===== config.mk =====
export PLATFORM = sky130hd
export DESIGN_NAME = wd_window_guard
export DESIGN_NICKNAME = d
export VERILOG_FILES = /design/src/rtl/wdt_pkg.sv /design/src/rtl/wdt_svc_qual.sv /design/src/rtl/wdt_cfg_regs.sv /design/src/rtl/wdt_window_fsm.sv /design/src/rtl/wd_window_guard.sv
export SDC_FILE = /design/constraint.sdc
export NUM_CORES = 1
export LEC_CHECK = 0
export BUFFER_PORTS_ARGS = -buffer_cell sky130_fd_sc_hd__buf_2
export CAP_MARGIN = 10
export CORE_ASPECT_RATIO = 0.7
export CORE_MARGIN = 1
export CORE_UTILIZATION = 40
export DETAILED_ROUTE_END_ITERATION = 16
export GPL_TIMING_DRIVEN = 1
export SETUP_SLACK_MARGIN = 0.2
export SLEW_MARGIN = 20
export SYNTH_ARGS = -nofsm -noshare
export SYNTH_HDL_FRONTEND = slang
export SYNTH_HIERARCHICAL = 1
export SYNTH_SLANG_ARGS = --single-unit

===== constraint.sdc =====
create_clock -name clk -period 6 [get_ports clk]
set_input_delay 0.3 -clock clk [delete_from_list [all_inputs] [get_ports clk]]
set_output_delay 0.3 -clock clk [all_outputs]
set_load 0.02 [all_outputs]

===== src/rtl/wdt_pkg.sv =====
package wdt_pkg;
  localparam int unsigned TMR_W = 13;

  typedef enum logic [1:0] {
    WS_LONG  = 2'd0,
    WS_CLOSE = 2'd1,
    WS_OPEN  = 2'd2,
    WS_PULSE = 2'd3
  } wd_state_e;

  typedef struct packed {
    logic [1:0] long_sel;
    logic [1:0] close_sel;
    logic [1:0] open_sel;
    logic       pol_hi;
  } wd_cfg_t;

  localparam logic [1:0] ADR_WIN = 2'd0;
  localparam logic [1:0] ADR_CTL = 2'd1;
  localparam logic [1:0] ADR_CLR = 2'd2;

  function automatic logic [TMR_W-1:0] long_ticks(input logic [1:0] s);
    logic [TMR_W-1:0] v;
    case (s)
      2'd0:    v = TMR_W'(200);
      2'd1:    v = TMR_W'(600);
      2'd2:    v = TMR_W'(2000);
      default: v = TMR_W'(5000);
    endcase
    return v;
  endfunction

  function automatic logic [TMR_W-1:0] close_ticks(input logic [1:0] s);
    logic [TMR_W-1:0] v;
    case (s)
      2'd0:    v = TMR_W'(10);
      2'd1:    v = TMR_W'(20);
      2'd2:    v = TMR_W'(50);
      default: v = TMR_W'(100);
    endcase
    return v;
  endfunction

  function automatic logic [TMR_W-1:0] open_ticks(input logic [1:0] s);
    // doubling steps from 100 ticks
    return TMR_W'(100) << s;
  endfunction
endpackage


===== src/rtl/wdt_svc_qual.sv =====
module wdt_svc_qual #(
  parameter int MIN_CYC = 20000
) (
  input  logic clk,
  input  logic rst,
  input  logic svc_i,
  output logic ok_o
);
  localparam int CNT_W = $clog2(MIN_CYC + 1);
  localparam logic [CNT_W-1:0] LAST = CNT_W'(MIN_CYC - 1);
  localparam logic [CNT_W-1:0] TOP  = CNT_W'(MIN_CYC);

  logic [CNT_W-1:0] hi_cnt;

  // one strobe per pulse, on the clock the width requirement is met
  always_ff @(posedge clk) begin
    if (rst) begin
      hi_cnt <= '0;
      ok_o   <= 1'b0;
    end else begin
      ok_o <= svc_i && (hi_cnt == LAST);
      if (!svc_i)
        hi_cnt <= '0;
      else if (hi_cnt != TOP)
        hi_cnt <= hi_cnt + 1'b1;
    end
  end

  // a strobe is only seen after the input was high
  a_r3_strobe_needs_high: assert property (@(posedge clk) disable iff (rst)
    ok_o |-> $past(svc_i));
  // never two strobes in a row
  a_r3_single_strobe: assert property (@(posedge clk) disable iff (rst)
    ok_o |=> !ok_o);
endmodule


===== src/rtl/wdt_cfg_regs.sv =====
module wdt_cfg_regs
  import wdt_pkg::*;
#(
  parameter int         ADDR_W     = 2,
  parameter int         DATA_W     = 8,
  parameter logic [1:0] DEF_LONG   = 2'd0,
  parameter logic [1:0] DEF_CLOSE  = 2'd0,
  parameter logic [1:0] DEF_OPEN   = 2'd0,
  parameter logic       DEF_POL_HI = 1'b1
) (
  input  logic              clk,
  input  logic              rst,
  input  logic              wr_en,
  input  logic [ADDR_W-1:0] wr_addr,
  input  logic [DATA_W-1:0] wr_data,
  output wd_cfg_t           cfg_o,
  output logic              locked_o,
  output logic              touch_o,
  output logic              clr_flag_o,
  output logic              clr_cnt_o
);
  logic hit_win, hit_ctl, hit_clr;
  logic unused_hi;

  assign hit_win    = wr_en && (wr_addr == ADDR_W'(ADR_WIN));
  assign hit_ctl    = wr_en && (wr_addr == ADDR_W'(ADR_CTL));
  assign hit_clr    = wr_en && (wr_addr == ADDR_W'(ADR_CLR));
  assign touch_o    = hit_win || hit_ctl;
  assign clr_flag_o = hit_clr && wr_data[0];
  assign clr_cnt_o  = hit_clr && wr_data[1];
  assign unused_hi  = ^wr_data[DATA_W-1:6];

  always_ff @(posedge clk) begin
    if (rst) begin
      cfg_o    <= '{long_sel: DEF_LONG, close_sel: DEF_CLOSE,
                    open_sel: DEF_OPEN, pol_hi: DEF_POL_HI};
      locked_o <= 1'b0;
    end else if (!locked_o) begin
      if (hit_win) begin
        cfg_o.long_sel  <= wr_data[1:0];
        cfg_o.close_sel <= wr_data[3:2];
        cfg_o.open_sel  <= wr_data[5:4];
      end
      if (hit_ctl) begin
        cfg_o.pol_hi <= wr_data[0];
        locked_o     <= wr_data[1];
      end
    end
  end

  a_r9_lock_sticky: assert property (@(posedge clk) disable iff (rst)
    locked_o |=> locked_o);
  a_r9_cfg_frozen: assert property (@(posedge clk) disable iff (rst)
    locked_o |=> $stable(cfg_o));
endmodule


===== src/rtl/wdt_window_fsm.sv =====
module wdt_window_fsm
  import wdt_pkg::*;
#(
  parameter int   CNT_W       = 4,
  parameter int   PULSE_TICKS = 10,
  parameter logic DEF_POL_HI  = 1'b1
) (
  input  logic             clk,
  input  logic             rst,
  input  logic             tick_i,
  input  logic             svc_ok_i,
  input  logic             touch_i,
  input  logic             clr_flag_i,
  input  logic             clr_cnt_i,
  input  wd_cfg_t          cfg_i,
  output logic             wd_rst_o,
  output logic             flag_o,
  output logic [CNT_W-1:0] cnt_o
);
  localparam logic [CNT_W-1:0] CNT_MAX = {CNT_W{1'b1}};
  localparam logic [TMR_W-1:0] PLEN    = TMR_W'(PULSE_TICKS);

  wd_state_e        st, st_n;
  logic [TMR_W-1:0] tmr, tmr_n, cur_len;
  logic             last, expire;
  logic [CNT_W-1:0] cnt_base;

  always_comb begin
    case (st)
      WS_LONG:  cur_len = long_ticks(cfg_i.long_sel);
      WS_CLOSE: cur_len = close_ticks(cfg_i.close_sel);
      WS_OPEN:  cur_len = open_ticks(cfg_i.open_sel);
      default:  cur_len = PLEN;
    endcase
  end

  assign last = tick_i && (tmr == cur_len - TMR_W'(1));

  always_comb begin
    st_n   = st;
    tmr_n  = tmr;
    expire = 1'b0;
    case (st)
      WS_LONG, WS_OPEN: begin
        if (svc_ok_i) begin
          st_n  = WS_CLOSE;
          tmr_n = '0;
        end else if (touch_i && st == WS_LONG) begin
          tmr_n = '0;
        end else if (last) begin
          st_n   = WS_PULSE;
          tmr_n  = '0;
          expire = 1'b1;
        end else if (tick_i) begin
          tmr_n = tmr + 1'b1;
        end
      end
      WS_CLOSE: begin
        if (svc_ok_i) begin
          st_n   = WS_PULSE;
          tmr_n  = '0;
          expire = 1'b1;
        end else if (last) begin
          st_n  = WS_OPEN;
          tmr_n = '0;
        end else if (tick_i) begin
          tmr_n = tmr + 1'b1;
        end
      end
      default: begin
        if (last) begin
          st_n  = WS_LONG;
          tmr_n = '0;
        end else if (tick_i) begin
          tmr_n = tmr + 1'b1;
        end
      end
    endcase
  end

  assign cnt_base = clr_cnt_i ? '0 : cnt_o;

  always_ff @(posedge clk) begin
    if (rst) begin
      st       <= WS_LONG;
      tmr      <= '0;
      flag_o   <= 1'b0;
      cnt_o    <= '0;
      wd_rst_o <= ~DEF_POL_HI;
    end else begin
      st       <= st_n;
      tmr      <= tmr_n;
      wd_rst_o <= (st_n == WS_PULSE) ? cfg_i.pol_hi : ~cfg_i.pol_hi;
      if (expire)
        flag_o <= 1'b1;
      else if (clr_flag_i)
        flag_o <= 1'b0;
      if (expire && cnt_base != CNT_MAX)
        cnt_o <= cnt_base + 1'b1;
      else
        cnt_o <= cnt_base;
    end
  end

  a_r5_early_service: assert property (@(posedge clk) disable iff (rst)
    (st == WS_CLOSE && svc_ok_i) |=> st == WS_PULSE);
  a_r7_pulse_exit: assert property (@(posedge clk) disable iff (rst)
    (st == WS_PULSE) |=> (st == WS_PULSE || st == WS_LONG));
  a_r7_pulse_level: assert property (@(posedge clk) disable iff (rst)
    (st == WS_PULSE && $stable(cfg_i.pol_hi)) |-> wd_rst_o == cfg_i.pol_hi);
  a_r10_flag_on_entry: assert property (@(posedge clk) disable iff (rst)
    (st != WS_PULSE) ##1 (st == WS_PULSE) |-> flag_o);
  a_r10_no_overflow: assert property (@(posedge clk) disable iff (rst)
    (cnt_o == CNT_MAX && !clr_cnt_i) |=> cnt_o == CNT_MAX);
endmodule


===== src/rtl/wd_window_guard.sv =====
module wd_window_guard
  import wdt_pkg::*;
#(
  parameter int         MIN_PULSE_CYC = 20000,
  parameter int         PULSE_TICKS   = 10,
  parameter int         CNT_W         = 4,
  parameter int         ADDR_W        = 2,
  parameter int         DATA_W        = 8,
  parameter logic [1:0] DEF_LONG      = 2'd0,
  parameter logic [1:0] DEF_CLOSE     = 2'd0,
  parameter logic [1:0] DEF_OPEN      = 2'd0,
  parameter logic       DEF_POL_HI    = 1'b1
) (
  input  logic              clk,
  input  logic              rst,
  input  logic              tick_ms,
  input  logic              svc_i,
  input  logic              wr_en,
  input  logic [ADDR_W-1:0] wr_addr,
  input  logic [DATA_W-1:0] wr_data,
  output logic              wd_rst_o,
  output logic              restart_flag_o,
  output logic [CNT_W-1:0]  exp_cnt_o,
  output logic              locked_o
);
  wd_cfg_t cfg;
  logic    svc_ok, touch, clr_flag, clr_cnt;

  wdt_svc_qual #(.MIN_CYC(MIN_PULSE_CYC)) u_qual (
    .clk(clk), .rst(rst), .svc_i(svc_i), .ok_o(svc_ok)
  );

  wdt_cfg_regs #(
    .ADDR_W(ADDR_W), .DATA_W(DATA_W), .DEF_LONG(DEF_LONG),
    .DEF_CLOSE(DEF_CLOSE), .DEF_OPEN(DEF_OPEN), .DEF_POL_HI(DEF_POL_HI)
  ) u_regs (
    .clk(clk), .rst(rst), .wr_en(wr_en), .wr_addr(wr_addr),
    .wr_data(wr_data), .cfg_o(cfg), .locked_o(locked_o),
    .touch_o(touch), .clr_flag_o(clr_flag), .clr_cnt_o(clr_cnt)
  );

  wdt_window_fsm #(
    .CNT_W(CNT_W), .PULSE_TICKS(PULSE_TICKS), .DEF_POL_HI(DEF_POL_HI)
  ) u_fsm (
    .clk(clk), .rst(rst), .tick_i(tick_ms), .svc_ok_i(svc_ok),
    .touch_i(touch), .clr_flag_i(clr_flag), .clr_cnt_i(clr_cnt),
    .cfg_i(cfg), .wd_rst_o(wd_rst_o), .flag_o(restart_flag_o),
    .cnt_o(exp_cnt_o)
  );
endmodule


After elaboration in Yosys (flattened, before gate mapping)
Index checks and enable logic that the tools add are counted.
{"block": "totals", "register_bits": 45, "output_inout_bits": 7}
{"block": "classes", "reduce_logical": 19, "n_bitwise": 3, "addsub": 4, "mux": 28, "eq_ne": 13, "n_shift": 1}
{"cell": "$pmux 13 s3", "count": 2}
{"cell": "$mux 13", "count": 5}
{"cell": "$pmux 13 s2", "count": 1}
{"cell": "$pmux 7 s3", "count": 1}
{"cell": "$add 15x1->15 const B", "count": 1}
{"cell": "$eq 15x15->1 const B", "count": 1}
{"cell": "$ne 15x15->1 const B", "count": 1}
{"cell": "$add 13x1->13 const B", "count": 1}
{"cell": "$eq 13x13->1", "count": 1}
{"cell": "$shl 7x2->13 const A", "count": 1}
{"cell": "$sub 13x1->13 const B", "count": 1}
{"cell": "$mux 2", "count": 6}
{"cell": "$eq 2x2->1 const B", "count": 5}
{"cell": "$logic_and 1x1->1", "count": 9}
{"cell": "$mux 1", "count": 9}
{"cell": "$eq 2x1->1 const B", "count": 4}
{"cell": "$logic_not 2->1", "count": 4}
{"cell": "$mux 4", "count": 2}
{"cell": "$add 4x1->4 const B", "count": 1}
{"cell": "$ne 4x4->1 const B", "count": 1}
{"cell": "$pmux 2 s2", "count": 1}
{"cell": "$reduce_and 2->1", "count": 2}
{"cell": "$reduce_or 2->1", "count": 2}
{"cell": "$not 1->1", "count": 3}
{"cell": "other kinds (3)", "count": 3}

Depth between registers and ports, before layout
Gate-level depths: netlist of run 1.
{"block": "logic_depth", "word_depth": 12, "ltp_mapped": 15, "depth_no_buf": 13}

Hierarchy
Netlist of run 1, hierarchy kept.
{"mod": "wdt_window_fsm", "area_per_inst_um2": 1828.0, "cells_per_inst": 232, "instances": 1}
{"mod": "wdt_svc_qual", "area_per_inst_um2": 777.0, "cells_per_inst": 84, "instances": 1}
{"mod": "wdt_cfg_regs", "area_per_inst_um2": 401.6, "cells_per_inst": 38, "instances": 1}

Worst setup path before layout of run 1
Ideal clock, no wire load.
{"block": "synth_timing", "path_type": "reg2reg", "startpoint": "register u_regs/cfg_o[3] in the netlist's numbering", "endpoint": "register u_fsm.wd_rst_o", "path_slack_ps": 2488, "t_arrival_ps": 3391, "required_time_ps": 5879, "n_path_buf": 1, "stages_incl_launch_ff": 14, "synth_period_minus_slack_ps": 3512, "path_cell_list": "dfxtp_1 inv_1 ha_1 o31ai_1 ha_1 inv_1 or4b_1 buf_2 mux2i_1 a311oi_1 nor4_2 a21oi_2 a21boi_0 mux2_2"}
{"block": "synth_via", "elab_chain_cells": 12}
{"element": "from (decl)", "line_no": "wdt_cfg_regs.sv:16", "text": "output wd_cfg_t cfg_o,"}
{"element": "from (signal assigned)", "line_no": "wdt_cfg_regs.sv:35", "text": "cfg_o <= '{long_sel: DEF_LONG, close_sel: DEF_CLOSE,"}
{"element": "$eq 2x2->1, or another cell as far along", "line_no": "wdt_pkg.sv:35", "text": "case (s)"}
{"element": "$pmux 7 s3 (*)", "line_no": "wdt_pkg.sv:35"}
{"element": "$pmux 13 s3 (*)", "line_no": "wdt_window_fsm.sv:29", "text": "case (st)"}
{"element": "$sub 13x1->13 (*)", "line_no": "wdt_window_fsm.sv:37", "text": "assign last = tick_i && (tmr == cur_len - TMR_W'(1));"}
{"element": "$eq 13x13->1 (*)", "line_no": "wdt_window_fsm.sv:37"}
{"element": "$logic_and 1x1->1 (*)", "line_no": "wdt_window_fsm.sv:37"}
{"element": "$mux 2", "line_no": "wdt_window_fsm.sv:50", "text": "end else if (last) begin"}
{"element": "$mux 2", "line_no": "wdt_window_fsm.sv:48", "text": "end else if (touch_i && st == WS_LONG) begin"}
{"element": "$mux 2", "line_no": "wdt_window_fsm.sv:45", "text": "if (svc_ok_i) begin"}
{"element": "$pmux 2 s2 (*)", "line_no": "wdt_window_fsm.sv:43", "text": "case (st)"}
{"element": "$eq 2x2->1 (*)", "line_no": "wdt_window_fsm.sv:93", "text": "wd_rst_o <= (st_n == WS_PULSE) ? cfg_i.pol_hi : ~cfg_i.pol_hi;"}
{"element": "$mux 1 (*)", "line_no": "wdt_window_fsm.sv:93"}
{"element": "to (signal assigned)", "line_no": "wdt_window_fsm.sv:89", "text": "wd_rst_o <= ~DEF_POL_HI;"}
{"element": "to (signal assigned)", "line_no": "wdt_window_fsm.sv:93"}
{"element": "to (decl)", "line_no": "wdt_window_fsm.sv:16", "text": "output logic wd_rst_o,"}
Mark *: on every way between the ends. The rest lies on a longest branch, timed or not.
A chain may end at the register's enable or synchronous reset.

Worst setup path in the final report of run 1
{"block": "layout_timing", "startpoint": "register u_fsm.st[1]", "endpoint": "register u_fsm.wd_rst_o"}
{"block": "layout_via", "elab_chain_cells": 11}
{"element": "from (decl)", "line_no": "wdt_window_fsm.sv:23", "text": "wd_state_e st, st_n;"}
{"element": "from (signal assigned)", "line_no": "wdt_window_fsm.sv:91", "text": "st <= st_n;"}
{"element": "$eq 2x2->1, or another cell as far along", "line_no": "wdt_window_fsm.sv:29, wdt_window_fsm.sv:43"}
{"element": "$pmux 13 s3", "line_no": "wdt_window_fsm.sv:29"}
{"element": "$sub 13x1->13", "line_no": "wdt_window_fsm.sv:37"}
{"element": "$eq 13x13->1", "line_no": "wdt_window_fsm.sv:37"}
{"element": "$logic_and 1x1->1", "line_no": "wdt_window_fsm.sv:37"}
{"element": "$mux 2", "line_no": "wdt_window_fsm.sv:50"}
{"element": "$mux 2", "line_no": "wdt_window_fsm.sv:48"}
{"element": "$mux 2", "line_no": "wdt_window_fsm.sv:45"}
{"element": "$pmux 2 s2 (*)", "line_no": "wdt_window_fsm.sv:43"}
{"element": "$eq 2x2->1 (*)", "line_no": "wdt_window_fsm.sv:93"}
{"element": "$mux 1 (*)", "line_no": "wdt_window_fsm.sv:93"}
Marked as above.

==> results of run 1 <==
[cell families after synthesis]
logic type,Yosys count
XOR/XNOR,36
adder cells (fa/ha/maj),18
buffers and inverters,31
AO/OA/AOI/OAI,39
flip-flops,45
multiplexers,15
AND/OR/NAND/NOR,170
[registers in the layout, indices dropped and copies added (netlist names)]
signal	count
u_fsm/flag_o	1
u_regs/cfg_o	7
u_regs/locked_o	1
u_qual/ok_o	1
u_qual/hi_cnt	15
u_fsm/st	2
u_fsm/cnt_o	4
u_fsm/tmr	13
u_fsm/wd_rst_o	1
[final cells by class]
class | instances | area, um2
multi-input combinational | 278 | 1980
clock buffer | 6 | 82.6
sequential | 45 | 901
clock inverter | 2 | 37.5
timing repair buffer | 19 | 95.1
fill | 745 | 4000
inverter | 19 | 71.3
tap | 98 | 123
[worst paths after layout]
kind                      to  slack (ps)  depth (start not counted)
max           u_fsm/wd_rst_o        1960                         11
min          u_regs/cfg_o[3]         270                          3
max reg2reg   u_fsm/wd_rst_o        1960                         11
min reg2reg     u_fsm/flag_o         500                          2
[metal layers]
layer | vias up | GRT usage | wire length (um)
li1 | 1272 | - | -
met1 | 1134 | 0.252 | 3380
met2 | 41 | 0.248 | 2470
met3 | 4 | 0.0333 | 295
met4 | 0 | 0.0448 | 38
met5 | - | 0 | 0
[worst max-delay path, delay by kind of cell (launching register included)]
kind	cells	cell delay [ps]
AOI/OAI and AO/OA	4	1210
buffers and inverters	1	50
and+or+nand+nor	3	1110
adders and majority gates	1	250
muxes	2	520
DFF	1	780
[synth_stat cells (all sizes together), types with 6 or more instances]
cell type and number:
mux2i 12, nor4b 6, nor2b 8, buf 6, nor4 6, nand2b 19, nand3 12, and3 8
nor3 12, nor2 49, clkbuf 6, ha 18, a21oi 9, xor2 18, nand2 16, dfxtp 45
xnor2 18, nand4 9, inv 19
[metrics by stage]
stage               hold WS, ps  area [um2]
floorplan                   448        3010
global placement            460        3170
detailed placement          485        3170
CTS                         263        3290
global route                276        3290
finish                      266        3290
[report_power, final]
part	internal, mW	switching [mW]	leakage (nW)
sequential	0.302	0.00516	0.364
clock	0.135	0.106	0.0574
combinational	0.0196	0.0267	0.795
==> flow_summary.json, run 1 <==
{
  "outcome": "completed",
  "antenna_found_initial": 0,
  "crit_fanout": 22,
  "die_h_um": 74.5,
  "place_ws_ps": 2000,
  "cts_buffer_depth": 2,
  "ant_nets": 0,
  "viasPerCell": 5.25,
  "synth_cell_type_count": 61,
  "die-width_um": 106,
  "netlist_area_mm2": 0.00301,
  "cap_violations": 0,
  "cp-start-kind": "register",
  "remaining_drc_errors": 0,
  "synthMuxAreaShare": 0.0512,
  "layout-drive-gt1-share": 0.130,
  "cp.arrival_ps": 4230,
  "power.total_uw": 595,
  "async_reset_ff_frac": 0,
  "gp_congestion": 0.788,
  "power_density_mw_per_mm2": 181,
  "drtIter0Drc": 230,
  "gr-total-overflow": 0,
  "area_delta_synth_final_pct": 9.36,
  "final_util": 0.451,
  "yosysTopAreaCell": "dfxtp_1",
  "yosys.area_share.simple": 0.333,
  "grt_max_degree": 26,
  "cts_made_buffers": 5,
  "htreeDepth": 2,
  "critPathMaxStageDelay_ps": 780,
  "r2r-start": "u_fsm/st[1]",
  "critPathKind": "register to register",
  "post-cts-setup-buffer-count": 0,
  "seq_area_frac_synth": 0.300,
  "grt_pass1_wl_mm": 10.6,
  "fin_crit_ps": 4040,
  "post_drt_wl_per_cell_um": 13.3,
  "worstSetupStartpoint": "u_fsm/st[1]",
  "insertion_delay_ps": 300,
  "peakVddDrop_v": 0.000124,
  "ys_warn_count": 6,
  "synth_top_family_by_area": "simple AND/OR/NAND/NOR gates",
  "fin_ws_ps": 1960,
  "layout_commonest_cell": "nor2_1",
  "fin_cells": 467,
  "io_pins": 22,
  "antennaDiodeCount": 0,
  "p_leak_nw": 1.22,
  "synth-adder-area-share": 0.0749,
  "synth_flop_cell": "dfxtp_1",
  "maxSlewHeadroom": 0.495,
  "vias": 2451,
  "cp_slowest_cell": "dfxtp_1",
  "worstPathCellList": "nand2b_1 -> o22a_1 -> ha_1 -> inv_1 -> or4b_1 -> mux2i_1 -> a311oi_1 -> nor4_2 -> a21oi_2 -> a21boi_0 -> mux2_2",
  "grtUsageTotal": 0.169,
  "start_util": 0.413,
  "worstMarginPinSlew_ps": 757,
  "drt-total-wl_mm": 6.19,
  "setup_viol": 0,
  "holdBufCountCts": 0,
  "dp.cells": 459,
  "min_period_over_period": 0.673,
  "path_clk_slew_ps": 90,
  "first_pass_iters": 4,
  "nets": 401,
  "maxSlewViolCount": 0,
  "synth_edf_count": 0,
  "timing.fmax_mhz": 248,
  "tns_ps": 0,
  "skew_ps": 7.45,
  "cts_sinks": 45,
  "hold_violations": 0,
  "final_cell_mix": "nor2_1 (49), dfxtp_1 (45), buf_2 (19), inv_1 (19), nand2b_1 (19)",
  "cts_tree": "yes",
  "hold_path.class": "input port to register",
  "design.die.area_mm2": 0.00787,
  "synth-xor-area-share": 0.105,
  "synth-compound-area-share": 0.0945,
  "rows": 26,
  "core_mm2": 0.00729,
  "yosys-top-cells-area": "dfxtp_1 (30%), ha_1 (7.5%), nor2_1 (6.1%)",
  "grt_pass1_vias": 2232,
  "rsz0062_at_grt": "no",
  "avgSynthCellArea_um2": 8.49,
  "cts.repair.resized": 0,
  "dp_hpwl_mm": 4.69,
  "synth_nets": 387,
  "synth_top_area_share": 0.300,
  "end_kind": "register",
  "critPathRequiredTime_ps": 6190,
  "io_buffers": 19,
  "worst_hold_startpoint": "wr_data[2]",
  "synth_cells": 354,
  "ys_seq_elements": 45,
  "clockRootBuffer": "clkbuf_8"
}
No activity file was read; power rests on OpenSTA's default activity.
==> inputs of run 2 (changes only) <==
Clock period 6 ns to 3.6 ns, I/O delays scaled along.
==> flow_summary.json, run 2 (same netlist as run 1, synthesis figures left out) <==
{
  "cap_violations": 0,
  "vias": 2544,
  "drt-total-wl_mm": 6.56,
  "crit_family": "simple AND/OR/NAND/NOR gates",
  "p_leak_nw": 1.34,
  "power_density_mw_per_mm2": 261,
  "end_kind": "register",
  "cp_num_cells": 12,
  "cts_tree": "yes",
  "power.total_uw": 938,
  "antennaDiodeCount": 0,
  "antenna_found_initial": 0,
  "worstMarginPinSlew_ps": 626,
  "hold_path.class": "input port to register",
  "path_clk_slew_ps": 90,
  "timing.fmax_mhz": 298,
  "gp_congestion": 0.849,
  "viasPerCell": 5.21,
  "core_mm2": 0.00729,
  "tns_ps": 0,
  "final_util": 0.492,
  "cts_sinks": 45,
  "critPathKind": "register to register",
  "top_regs": "u_qual/hi_cnt: 15 flops, u_fsm/tmr: 13 flops, u_regs/cfg_o: 7 flops",
  "skew_ps": 7.45,
  "gr-total-overflow": 0,
  "grt_pass1_wl_mm": 11.3,
  "worstPathCellList": "inv_4 -> ha_4 -> or4b_4 -> or3_4 -> o311ai_1 -> o21ai_1 -> or4_4 -> nor4_4 -> a21oi_2 -> buf_4 -> buf_6 -> o41ai_2",
  "setup_viol": 0,
  "cts_made_buffers": 5,
  "area_delta_synth_final_pct": 19.3,
  "min_path_cells": 3,
  "drtIter0Drc": 82,
  "htreeDepth": 2,
  "final_area_mm2": 0.00359,
  "hold_slack_ps": 135,
  "fin_crit_ps": 3350,
  "die_h_um": 74.5,
  "remaining_drc_errors": 0,
  "cts_buffer_depth": 2,
  "design.die.area_mm2": 0.00787,
  "io_buffers": 19,
  "critPathRequiredTime_ps": 3810,
  "first_pass_iters": 4,
  "rsz0062_at_grt": "yes",
  "min_period_over_period": 0.931,
  "clockRootBuffer": "clkbuf_8",
  "rows": 26,
  "reg2reg_depth": 12,
  "cp-start-kind": "register",
  "insertion_delay_ps": 300,
  "layout-drive-gt1-share": 0.236,
  "post_drt_wl_per_cell_um": 13.4,
  "maxSlewViolCount": 0,
  "ant_nets": 0,
  "crit_fanout": 5,
  "cp_slowest_cell": "or4b_4",
  "outcome": "completed",
  "start_util": 0.413,
  "grt_max_degree": 26,
  "grtUsageTotal": 0.182,
  "worst-path-buf-inv": 3,
  "dp_hpwl_mm": 4.80,
  "largest_register_ffs": 15,
  "critPathMaxStageDelay_ps": 540,
  "die-width_um": 106,
  "place_area_mm2": 0.00329,
  "cp.arrival_ps": 3560,
  "grt_pass1_vias": 2433,
  "regMostFlops": "u_qual/hi_cnt",
  "io_pins": 22,
  "nets": 422,
  "layout_commonest_cell": "nor2_1",
  "hold_violations": 0,
  "peakVddDrop_v": 0.000186,
  "maxSlewHeadroom": 0.583,
  "final_cell_mix": "nor2_1 (48), dfxtp_1 (42), buf_2 (19), buf_4 (19), nand2b_1 (19)"
}
[run 2: path summary, 6_finish.rpt]
check / slack [ps] / from / endpoint
worst max register to register: 250 / u_regs/cfg_o[3] / u_fsm/cnt_o[1]
worst min register to register: 490 / u_fsm/flag_o / u_fsm/flag_o
worst min-delay path: 140 / wr_data[4] / u_regs/cfg_o[1]
worst max-delay path: 250 / u_regs/cfg_o[3] / u_fsm/cnt_o[1]
[run 2: layer usage]
| metal | global-route usage | up-vias | part of all wire |
|---|---|---|---|
| li1 | - | 1310 | - |
| met1 | 0.242 | 1203 | 0.52 |
| met2 | 0.300 | 25 | 0.45 |
| met3 | 0.0368 | 6 | 0.028 |
| met4 | 0.0586 | 0 | 0.0094 |
| met5 | 0 | - | 0 |
[run 2: per-stage QoR]
stage,setup WS [ps],cells
floorplan,206,354
global placement,33.7,472
detailed placement,-32.8,472
CTS,208,486
global route,116,488
finish,249,488
[run 2: layout make-up]
type                       instances  area (um2)
sequential                        45         907
timing repair buffer              40         269
multi-input combinational        278        2120
clock inverter                     2        13.8
tap                               98         123
fill                             695        3700
inverter                          19        73.8
clock buffer                       6        82.6
[run 2: worst register-to-register path: stages (launching register included)]
cell,delay [ps]
dfxtp_2,360
inv_4,50
ha_4,160
or4b_4,540
or3_4,360
o311ai_1,260
o21ai_1,160
or4_4,460
nor4_4,230
a21oi_2,130
buf_4,170
buf_6,110
o41ai_2,260
[run 2: repair_timing]
action,CTS,global route
hold buffers,0,0
resized for setup,11,21
buffers inserted,6,2
setup endpoints to repair,20,21
pin swaps,5,5
[run 2: power breakdown]
part	switching [mW]	internal (mW)	leakage, nW
clock	0.179	0.156	0.0512
combinational	0.0498	0.0411	0.928
sequential	0.00848	0.503	0.365
total	0.238	0.700	1.34
